<file path="src/rtl/dmabrg_irq_agg.sv">
module dmabrg_irq_agg #(
  parameter int AUDIO_CH = 2,
  localparam int EV_N = 2 + 4 * AUDIO_CH,
  localparam int DW = 32
) (
  input  logic            clk,
  input  logic            rst_n,
  input  logic [EV_N-1:0] evt,
  input  logic            reg_wr,
  input  logic [DW-1:0]   reg_wdata,
  output logic [DW-1:0]   reg_rdata,
  output logic            irq_addr_err,
  output logic            irq_xfer_end,
  output logic            irq_half
);

  function automatic int sts_pos(int i);
    return (i < 2) ? i : i + 14;
  endfunction

  function automatic int en_pos(int i);
    return (i < 2) ? i + 8 : i + 22;
  endfunction

  function automatic logic [EV_N-1:0] kind_mask(int kind);
    logic [EV_N-1:0] m;
    m = '0;
    for (int i = 0; i < EV_N; i++) begin
      if (kind == 0) m[i] = (i == 1);
      else if (kind == 1) m[i] = (i == 0) || (i >= 2 && i % 2 == 0);
      else m[i] = (i >= 3 && i % 2 == 1);
    end
    return m;
  endfunction

  function automatic logic [DW-1:0] used_mask();
    logic [DW-1:0] m;
    m = '0;
    for (int i = 0; i < EV_N; i++) begin
      m[sts_pos(i)] = 1'b1;
      m[en_pos(i)]  = 1'b1;
    end
    return m;
  endfunction

  localparam logic [EV_N-1:0] ERR_M  = kind_mask(0);
  localparam logic [EV_N-1:0] END_M  = kind_mask(1);
  localparam logic [EV_N-1:0] HALF_M = kind_mask(2);
  localparam logic [DW-1:0]   RSV_M  = ~used_mask();

  logic [EV_N-1:0] sts, en, wr_sts, wr_en, pend;

  always_comb begin
    reg_rdata = '0;
    for (int i = 0; i < EV_N; i++) begin
      wr_sts[i] = reg_wdata[sts_pos(i)];
      wr_en[i]  = reg_wdata[en_pos(i)];
      reg_rdata[sts_pos(i)] = sts[i];
      reg_rdata[en_pos(i)]  = en[i];
    end
  end

  assign pend = sts & en;

  always_ff @(posedge clk or negedge rst_n) begin
    if (!rst_n) begin
      sts <= '0;
      en  <= '0;
    end else begin
      sts <= (reg_wr ? (sts & wr_sts) : sts) | evt;
      if (reg_wr) en <= wr_en;
    end
  end

  always_ff @(posedge clk or negedge rst_n) begin
    if (!rst_n) begin
      irq_addr_err <= 1'b0;
      irq_xfer_end <= 1'b0;
      irq_half     <= 1'b0;
    end else begin
      irq_addr_err <= |(pend & ERR_M);
      irq_xfer_end <= |(pend & END_M);
      irq_half     <= |(pend & HALF_M);
    end
  end


  sts_set_chk: assert property (@(posedge clk) disable iff (!rst_n)
    (|evt) |=> ((sts & $past(evt)) == $past(evt)));


  sts_no_forge_chk: assert property (@(posedge clk) disable iff (!rst_n)
    (evt == '0) |=> ((sts & ~$past(sts)) == '0));


  rsvd_zero_chk: assert property (@(posedge clk) disable iff (!rst_n)
    (reg_rdata & RSV_M) == '0);


  addr_line_chk: assert property (@(posedge clk) disable iff (!rst_n)
    reg_rdata[1] && reg_rdata[9] |=> irq_addr_err);


  masked_quiet_chk: assert property (@(posedge clk) disable iff (!rst_n)
    (en == '0) |=> !(irq_addr_err || irq_xfer_end || irq_half));

endmodule

</file>
<file path="config.mk">
export PLATFORM = sky130hd
export DESIGN_NAME = dmabrg_irq_agg
export DESIGN_NICKNAME = d
export VERILOG_FILES = /design/src/rtl/dmabrg_irq_agg.sv
export SDC_FILE = /design/constraint.sdc
export NUM_CORES = 1
export LEC_CHECK = 0
export BUFFER_PORTS_ARGS = -buffer_cell sky130_fd_sc_hd__buf_2
export CAP_MARGIN = 10
export CORE_MARGIN = 4
export CORE_UTILIZATION = 41
export CTS_CLUSTER_DIAMETER = 50
export DETAILED_ROUTE_END_ITERATION = 10
export GPL_ROUTABILITY_DRIVEN = 0
export PLACE_DENSITY = 0.83
export SYNTH_ARGS = -nofsm -noshare
export SYNTH_HDL_FRONTEND = slang
export SYNTH_SLANG_ARGS = --single-unit
export TNS_END_PERCENT = 5
</file>
<file path="constraint.sdc">
create_clock -name clk -period 3.1 [get_ports clk]
set_clock_uncertainty 0.2 [all_clocks]
set_input_delay 0.31 -clock clk [delete_from_list [all_inputs] [get_ports clk]]
set_output_delay 0.31 -clock clk [all_outputs]
set_load 0.02 [all_outputs]
</file>
* Word-level counts from Yosys, hierarchy flattened
Index checks and enable logic that the tools add are counted.
Word-level totals: register bits 23, input port bits 45, output and inout bits 35, word-level logic and storage cells 11
Cells by class: muxes and demuxes 1, bitwise gates (word level) 3, reductions and logical operators 2
Operators with widths (number):
- 10-bit AND | 2
- 10-bit two-way mux | 1
- 10-bit OR | 1
- 5-bit OR reduction | 1
- 4-bit OR reduction | 1

* Longest topological paths before layout
Gate-level depths: netlist of run 1.
word-level depth 3, mapped depth 3

* Least setup slack after synthesis of run 1
Ideal clock, no wire load.
kind flip-flop to flip-flop, from reg en[0], to reg irq_xfer_end, data arrival time 0.847 ns, data required time 2.769 ns, path slack 1.922 ns, cell stages (with the launch flop) 3, period minus slack after synthesis 1.178 ns, cells stage by stage dfrtp_1 > a222oi_1 > nand2_1
Between the ends: word-level cells in the longest chain between the ends 2
Ends and longest elaborated chain:
- from (decl) | line 51 | logic [EV_N-1:0] sts, en, wr_sts, wr_en, pend;
- from (signal assigned) | line 71 | if (reg_wr) en <= wr_en;
- 10-bit AND | line 63 | assign pend = sts & en;
- 5-bit OR reduction | line 82 | irq_xfer_end <= |(pend & END_M);
- to (signal assigned) | line 82
- to (decl) | line 13 | output logic irq_xfer_end,
Every way passes these cells. A chain may end at the register's enable or synchronous reset.

* Worst setup path in the final report of run 1
from reg en[8], to out reg_rdata[30]
RTL lines:
- to (decl) | line 11 | output logic [DW-1:0] reg_rdata,
No word-level cell between the ends.

==> results of run 1 <==
[layer usage]
metal / global-route usage / up-vias / routed length [um]
met1: 0.1493 / 373 / 818
met3: 0.01336 / 4 / 187
met5: 0 / - / 0
met4: 0.06291 / 0 / 48
li1: - / 366 / -
met2: 0.2597 / 39 / 1180
[cells in the mapped netlist (all sizes together)]
cell / n
a21o: 10
a222oi: 1
a22oi: 3
and2: 1
buf: 13
clkbuf: 1
conb: 1
dfrtp: 23
mux2: 10
nand2: 2
nand2b: 10
[registers in the layout, indices dropped and copies added (netlist names)]
register	cells
irq_addr_err	1
en	10
irq_xfer_end	1
irq_half	1
sts	10
[kinds of logic after synthesis]
group | Yosys count
AO/OA/AOI/OAI | 14
buffers and inverters | 14
flip-flops | 23
multiplexers | 10
other | 1
AND/OR/NAND/NOR | 13
[per-stage QoR]
step            power, W  area, sq um  cells
6_report       0.0006345         1405    170
5_1_grt        0.0006689         1405    170
4_1_cts        0.0006440         1405    170
3_5_place_dp   0.0004961         1265    155
3_3_place_gp   0.0004921         1265    155
2_1_floorplan  0.0004488         1064     86
[path summary, 6_finish.rpt]
path | from | end | slack, ns
setup / recovery | en[8]$_DFFE_PN0P_ | reg_rdata[30] | 1.68
hold / removal | reg_wdata[24] | en[2]$_DFFE_PN0P_ | 0.02
hold reg to reg | sts[7]$_DFF_PN0_ | sts[7]$_DFF_PN0_ | 0.32
setup reg to reg | en[0]$_DFFE_PN0P_ | irq_xfer_end$_DFF_PN0_ | 1.86
min in group asynchronous | rst_n | en[2]$_DFFE_PN0P_ | 0.28
max in group asynchronous | rst_n | sts[3]$_DFF_PN0_ | 2.08
[area by class of cell]
type / count / area, sq um
Sequential cell: 23 / 575.6
Fill cell: 183 / 892.1
Clock buffer: 3 / 22.52
Clock inverter: 1 / 7.507
Tap cell: 28 / 35.03
Timing Repair Buffer: 66 / 385.4
Multi-Input combinational cell: 49 / 379.1
[where the power goes]
| group | total, W | switching, W | internal (W) |
|---|---|---|---|
| registers | 0.000343 | 0.0000180 | 0.000325 |
| logic | 0.000156 | 0.0000836 | 0.0000725 |
| clock network | 0.000135 | 0.0000861 | 0.0000490 |
| total | 0.000635 | 0.000188 | 0.000447 |
[timing repair]
item | 4_1_cts | 5_1_grt
hold buffers | 11 | 0
hold endpoints to repair | 33 | 0
buffers inserted | 0 | 0
==> impl_metrics.ini, run 1 <==
[worst_setup_path]
crit_buf_inv = 1
cp-end-kind = primary output
cp.depth = 1
cp_data_required_time_ns = 2.59
slowest_delay_ns = 0.43
crit_chain = buf_2
path_max_fanout = 3
worstSetupPathType = reg -> out
reg2reg_depth = 2
cp.arrival_ns = 0.91
start_kind = flop
crit_family = flip-flops
cpMaxStageDelayCell = dfrtp_1

[power_and_ir_drop]
leakage_nw = 0.7131
power_density_mw_per_mm2 = 451.6
peakVddDrop_mv = 0.2474

[placement]
io_buffers = 55
dp_slack_ns = 1.690
dp_hpwl_um = 1702

[synth]
syn_area_sq_mm = 0.001022
synth-simple-area-share = 0.07466
postSynthCellCount = 75
synth_xor_xnor_area_share = 0
synth_seq_cells = 23
yosysTopAreaCell = dfrtp_1
avgSynthCellArea_sq_um = 13.63
synth_top_family_by_area = multiplexers
synth_area_leaders = dfrtp_1 56%, mux2_4 15%, buf_4 8.8%
synth_seq_area_share = 0.5630
yosysWarnings = 0
synthMuxAreaShare = 0.1469
synth.top_cell.area_share = 0.5630
synth_fa_ha_area_frac = 0
synth-compound-area-share = 0.1053
ys_types = 12

[outcome]
status = finished clean

[sta]
fin_setup_tns_ns = 0
slew_headroom = 0.6620
worst_pin_slew_ns = 0.5070
setup_ws_ns = 1.680
max_freq_mhz = 704.3
fin_crit_ns = 1.420
finalHoldViolations = 0
slew_violations = 0
fin_hold_ws_ns = 0.02282
finalSetupViolCount = 0
rsz0062_at_grt = no
finalCritPeriodShare = 0.4580

[cells_and_area]
fin_util = 0.6117
n_antenna_cell = 0
final_common_cell = buf_2
drive_gt1_frac = 0.4859
layout_common_cells = 55 x buf_2, 23 x dfrtp_1, 12 x conb_1
syn_to_final_growth_pct = 37.45
final_nets = 188

[grt]
antenna_found_initial = 0
grt_pass1_wl_um = 3601
grt_overflow = 0
grt_max_degree = 24
grt_pass1_vias = 808
grt_use_total = 0.1362

[hold_path]
hold_path.class = in -> reg
min_path_cells = 2

[die]
dieArea_sq_mm = 0.003356
num_io_pins = 80
start_util = 0.4450
row_count = 17
die_y_um = 57.93
fp.dieW_um = 57.93
core-area_sq_mm = 0.002297

[detailed_routing]
drtAntennaViolNets = 0
wl_per_cell_um = 13.15
routed_wirelength_um = 2235
drc = 0
via_per_inst = 4.600
drtPass1Iterations = 4
drtIter0Drc = 30
num_vias = 782

[clock_network]
cts.clk_slew.worst_paths_ns = 0.13
worst_skew_pair.late_latency_ns = 0.29
cts_buffer_depth = 2
cts_resized = 0
ctsRootBufferMaster = clkbuf_4
cts_sinks = 23
numCtsBuffers = 3
cts_htree_levels = 1
cts_tree = done

[job]
maxCapViolations = 0
(Power assumes the default switching activity.)
==> inputs of run 2 (changes only) <==
--- a/config.mk
+++ b/config.mk
@@ -8,11 +8,11 @@
 export BUFFER_PORTS_ARGS = -buffer_cell sky130_fd_sc_hd__buf_2
 export CAP_MARGIN = 10
 export CORE_MARGIN = 4
-export CORE_UTILIZATION = 41
+export CORE_UTILIZATION = 35
 export CTS_CLUSTER_DIAMETER = 50
 export DETAILED_ROUTE_END_ITERATION = 10
 export GPL_ROUTABILITY_DRIVEN = 0
-export PLACE_DENSITY = 0.83
+export PLACE_DENSITY = 0.75
 export SYNTH_ARGS = -nofsm -noshare
 export SYNTH_HDL_FRONTEND = slang
 export SYNTH_SLANG_ARGS = --single-unit
==> constraint.sdc (replaced) <==
create_clock -name clk -period 1.14 [get_ports clk]
set_clock_uncertainty 0.2 [all_clocks]
set_input_delay 0.114 -clock clk [delete_from_list [all_inputs] [get_ports clk]]
set_output_delay 0.114 -clock clk [all_outputs]
set_load 0.02 [all_outputs]
==> run 2 against run 1 <==
- the flow now finishes with violations (negative setup slack)
- highest routed layer is now met3
- die area up 15%
- total power rose to 3.0 times the previous value
- setup slack worse by 1.8 ns
- sequential power rose to 2.7 times the previous value
- non-clock buffer count up 25
- via count up 12%
- wire length up 24%
- final cell count up 16%
- utilization up 2.3 points
- critical path depth up 1
- clock power rose to 2.7 times the previous value
- combinational power rose to 3.7 times the previous value
==> impl_metrics.ini, run 2 (same netlist as run 1, synthesis figures left out) <==
[clock_network]
ctsRootBufferMaster = clkbuf_4
cts_tree = done
cts.clk_slew.worst_paths_ns = 0.12
cts_sinks = 23
cts_buffer_depth = 2
numCtsBuffers = 3
cts_htree_levels = 1
worst_skew_pair.late_latency_ns = 0.29

[sta]
max_freq_mhz = 784.2
finalSetupViolCount = 22
fin_crit_ns = 1.275
setup_ws_ns = -0.1351
rsz0062_at_grt = yes
finalHoldViolations = 0
worst_pin_slew_ns = 0.5092
slew_headroom = 0.6606
finalCritPeriodShare = 1.119
slew_violations = 0

[detailed_routing]
wl_per_cell_um = 13.98
num_vias = 876
drtIter0Drc = 39
wl_met3_um = 268
drc = 0
wl_met2_um = 1499
drt-met1-wl_um = 1002
via_per_inst = 4.424
maxUsedRoutingLayer = met3
drtPass1Iterations = 4
routed_wirelength_um = 2769
drtAntennaViolNets = 0

[placement]
io_buffers = 55
dp_hpwl_um = 1667
dp_slack_ns = 0.01102

[worst_setup_path]
cpMaxStageDelayCell = dfrtp_2
cp.arrival_ns = 0.96
worstSetupPathType = reg -> out
crit_top_cell = buf_6
path_max_fanout = 2
start_kind = flop
slowest_delay_ns = 0.43
cp-end-kind = primary output
cp_data_required_time_ns = 0.83
crit_chain = buf_6, buf_6

[cells_and_area]
n_antenna_cell = 0
drive_gt1_frac = 0.4431
top_regs = en: 10 flops, sts: 10 flops
final_common_cell = buf_2
final_nets = 213
fill_cells = 215
layout_common_cells = 41 x buf_2, 31 x dlygate4sd3_1, 22 x dfrtp_1
fin_util = 0.6343
syn_to_final_growth_pct = 72.58

[die]
die_y_um = 62.05
row_count = 19
start_util = 0.3675
num_io_pins = 80
dieArea_sq_mm = 0.003850
fp.dieW_um = 62.05
core-area_sq_mm = 0.002781

[grt]
grt_pass1_vias = 903
antenna_found_initial = 0
grt_use_total = 0.1435
grt_pass1_wl_um = 3988
grt_max_degree = 24
grt_overflow = 0

[power_and_ir_drop]
power_density_mw_per_mm2 = 1062
leakage_nw = 0.8697
finalPower_w = 0.001874
peakVddDrop_mv = 0.7609

[job]
maxCapViolations = 0

[outcome]
status = finished with violations
violations = negative setup slack

[hold_path]
hold_path.class = in -> reg
## run 2: repair_timing
item	4_1_cts	5_1_grt
resized for setup	6	24
hold buffers	31	0
endpoints found under the hold margin	43	0
setup buffers	1	0
pin swaps	0	0
endpoints found under the setup margin	24	25
## run 2: per-layer routing
| metal | GRT usage | vias to the layer above |
|---|---|---|
| met5 | 0 | - |
| met2 | 0.2870 | 47 |
| li1 | - | 415 |
| met1 | 0.1499 | 414 |
| met4 | 0.02727 | 0 |
| met3 | 0.03306 | 0 |
## run 2: worst max-delay path, delay by kind of cell (launching register included)
kind                   cells  cell delay (ns)
buffers and inverters      2             0.24
DFF                        1             0.43
## run 2: power by group
group | switching [W] | internal (W)
registers | 0.0000581 | 0.000885
clock network | 0.000224 | 0.000136
logic | 0.000252 | 0.000319
total | 0.000534 | 0.00134
## run 2: per-stage QoR
stage	instance area, sq um	std cells	hold slack [ns]	setup TNS (ns)
2_1_floorplan	1065	86	-0.3816	-0.01816
3_3_place_gp	1325	162	-0.09486	0
3_5_place_dp	1325	162	-0.08768	0
4_1_cts	1689	198	0.05859	-1.643
5_1_grt	1764	198	0.06567	-2.438
6_report	1764	198	0.07655	-1.249
## run 2: layout make-up
cell class / instances / area, sq um / share of cell area
multi-input cells: 49 / 379.1 / 0.2149
repair buffers: 91 / 743.2 / 0.4213
clock buffers: 4 / 26.28 / 0.01489
well taps: 31 / 38.79 / 0.02199
flip-flops and latches: 23 / 576.8 / 0.3270
## run 2: final timing paths
| path | from | cells after the start | slack [ns] | endpoint |
|---|---|---|---|---|
| worst min register to register | sts[1]$_DFF_PN0_ | 1 | 0.32 | sts[1]$_DFF_PN0_ |
| max in group asynchronous | rst_n | 2 | 0.26 | en[0]$_DFFE_PN0P_ |
| min in group asynchronous | rst_n | 2 | 0.11 | irq_xfer_end$_DFF_PN0_ |
| worst min-delay path | reg_wr | 3 | 0.08 | en[9]$_DFFE_PN0P_ |
| worst max-delay path | en[0]$_DFFE_PN0P_ | 2 | -0.14 | reg_rdata[8] |
| worst max register to register | en[0]$_DFFE_PN0P_ | 3 | -0.10 | en[0]$_DFFE_PN0P_ |
==> inputs of run 3 (changes only) <==
--- a/config.mk
+++ b/config.mk
@@ -8,11 +8,11 @@
 export BUFFER_PORTS_ARGS = -buffer_cell sky130_fd_sc_hd__buf_2
 export CAP_MARGIN = 10
 export CORE_MARGIN = 4
-export CORE_UTILIZATION = 35
+export CORE_UTILIZATION = 41
 export CTS_CLUSTER_DIAMETER = 50
 export DETAILED_ROUTE_END_ITERATION = 10
 export GPL_ROUTABILITY_DRIVEN = 0
-export PLACE_DENSITY = 0.75
+export PLACE_DENSITY = 0.83
 export SYNTH_ARGS = -nofsm -noshare
 export SYNTH_HDL_FRONTEND = slang
 export SYNTH_SLANG_ARGS = --single-unit
==> constraint.sdc (replaced) <==
create_clock -name clk -period 1.6 [get_ports clk]
set_clock_uncertainty 0.2 [all_clocks]
set_input_delay 0.16 -clock clk [delete_from_list [all_inputs] [get_ports clk]]
set_output_delay 0.16 -clock clk [all_outputs]
set_load 0.02 [all_outputs]
==> run 3 against run 2 <==
- the flow now finishes without violations
- critical path depth rose by 2
- die area fell by 13%
- final cell count fell by 4.0%
- combinational power fell by 38%
- worst hold slack improved by 0.058 ns
- via count fell by 1.6%
- clock-buffer cell count fell by 1
- final area fell by 9.1%
- register-to-register slack improved by 0.24 ns
==> impl_metrics.ini, run 3 (same netlist as run 1, synthesis figures left out) <==
[cells_and_area]
drive_gt1_frac = 0.4259
top_regs = en: 10 flops, sts: 10 flops
n_antenna_cell = 0
fin_cells = 190
seqCellArea_sq_um = 575.6
final_common_cell = buf_2
final_cell_area_sq_mm = 0.001603
syn_to_final_growth_pct = 56.79
multi_input_area_sq_um = 379.1
layout_common_cells = 55 x buf_2, 31 x dlygate4sd3_1, 23 x dfrtp_1
fill_cells = 162
final_nets = 208

[grt]
antenna_found_initial = 0
grt_pass1_vias = 967
grt_use_total = 0.1770
grt_overflow = 0
grt_pass1_wl_um = 4395
grt_max_degree = 24

[power_and_ir_drop]
p_comb_frac = 0.276
p_int_w = 0.0009007
p_seq_frac = 0.522
power_density_mw_per_mm2 = 796.3
leakage_nw = 0.7839
power_frac_clock = 0.201
peakVddDrop_mv = 0.5542
p_sw_w = 0.0003755
p_sw_frac = 0.2942

[sta]
finalHoldViolations = 0
fin_setup_tns_ns = 0
finalSetupViolCount = 0
fin_crit_ns = 1.549
slew_headroom = 0.6594
slew_violations = 0
setup_ws_ns = 0.05082
finalCritPeriodShare = 0.9682
max_freq_mhz = 645.5
worst_pin_slew_ns = 0.5109
rsz0062_at_grt = no

[clock_network]
ctsRootBufferMaster = clkbuf_4
cts_resized = 0
cts_buffer_depth = 2
worst_skew_pair.late_latency_ns = 0.30
cts_tree = done
numCtsBuffers = 3
cts.clk_slew.worst_paths_ns = 0.12
cts_htree_levels = 1
cts_sinks = 23

[placement]
placedInstanceArea_sq_mm = 0.001265
io_buffers = 55
dp_cells = 155
dp_slack_ns = 0.3346

[detailed_routing]
drtIter0Drc = 25
maxUsedRoutingLayer = met4
routed_wirelength_um = 2810
drc = 0
wl_met3_um = 181
via_per_inst = 4.537
wl_per_cell_um = 14.79
wl_met2_um = 1555
drtAntennaViolNets = 0
num_vias = 862
drt-met1-wl_um = 992
drtPass1Iterations = 4

[die]
fp.dieW_um = 57.93
start_util = 0.4450
dieArea_sq_mm = 0.003356
num_io_pins = 80
die_y_um = 57.93
core-area_sq_mm = 0.002297
row_count = 17

[worst_setup_path]
reg2reg_depth = 2
worstSetupPathType = in -> reg
cp-end-kind = flop
start_kind = input port
r2r-end = sts[9]$_DFF_PN0_
cp.arrival_ns = 1.55
r2r-start = sts[9]$_DFF_PN0_
reg2reg_slack_ns = 0.14
cp_data_required_time_ns = 1.60
path_max_fanout = 1

[hold_path]
hold_path.class = in -> async

[outcome]
status = finished clean

[job]
maxCapViolations = 0
-- run 3: power groups by stage --
stage	Combinational [W]	Sequential, W	Clock [W]
2_1_floorplan	0.000134	0.000735	0
4_1_cts	0.000350	0.000665	0.000271
6_report	0.000353	0.000667	0.000257
3_3_place_gp	0.000280	0.000673	0
5_1_grt	0.000377	0.000674	0.000298
3_5_place_dp	0.000286	0.000676	0
-- run 3: metrics by stage --
stage	utilization	hold slack (ns)	total power [W]
finish	0.6977	0.1341	0.001276
global route	0.6977	0.1844	0.001349
CTS	0.6977	0.1291	0.001285
detailed placement	0.5507	-0.05360	0.0009622
global placement	0.5507	-0.05362	0.0009534
floorplan	-	-0.3356	0.0008696
-- run 3: per-layer routing --
| layer | vias to the layer above | track usage |
|---|---|---|
| li1 | 404 | - |
| met1 | 405 | 0.1627 |
| met2 | 45 | 0.3613 |
| met3 | 8 | 0.03341 |
| met4 | 0 | 0.08278 |
| met5 | - | 0 |
-- run 3: cell type report --
class,count,area share
clock buffer,3,0.01405
tap,28,0.02186
multi-input combinational,49,0.2365
timing repair buffer,86,0.3653
sequential,23,0.3591
clock inverter,1,0.003123
-- run 3: worst max-delay path, stage by stage --
cell and delay, ns:
dlygate4sd3_1 0.54, buf_2 0.13, a21o_1 0.16, dlygate4sd3_1 0.56
-- run 3: timing repair --
| action | CTS | global route |
|---|---|---|
| hold buffers | 31 | 0 |
| buffers inserted | 0 | 0 |
| setup endpoints to repair | 0 | 0 |
| endpoints found under the hold margin | 43 | 0 |
-- run 3: how the worst max path moves through the flow --
stage                                 start                endpoint  cells after the start
after floorplan           en[0]$_DFFE_PN0P_  irq_xfer_end$_DFF_PN0_                      2
after global placement               reg_wr       en[9]$_DFFE_PN0P_                      2
after detailed placement             reg_wr       en[7]$_DFFE_PN0P_                      2
after CTS                            evt[1]        sts[1]$_DFF_PN0_                      4
after global routing                 evt[9]        sts[9]$_DFF_PN0_                      4
final                                evt[9]        sts[9]$_DFF_PN0_                      4
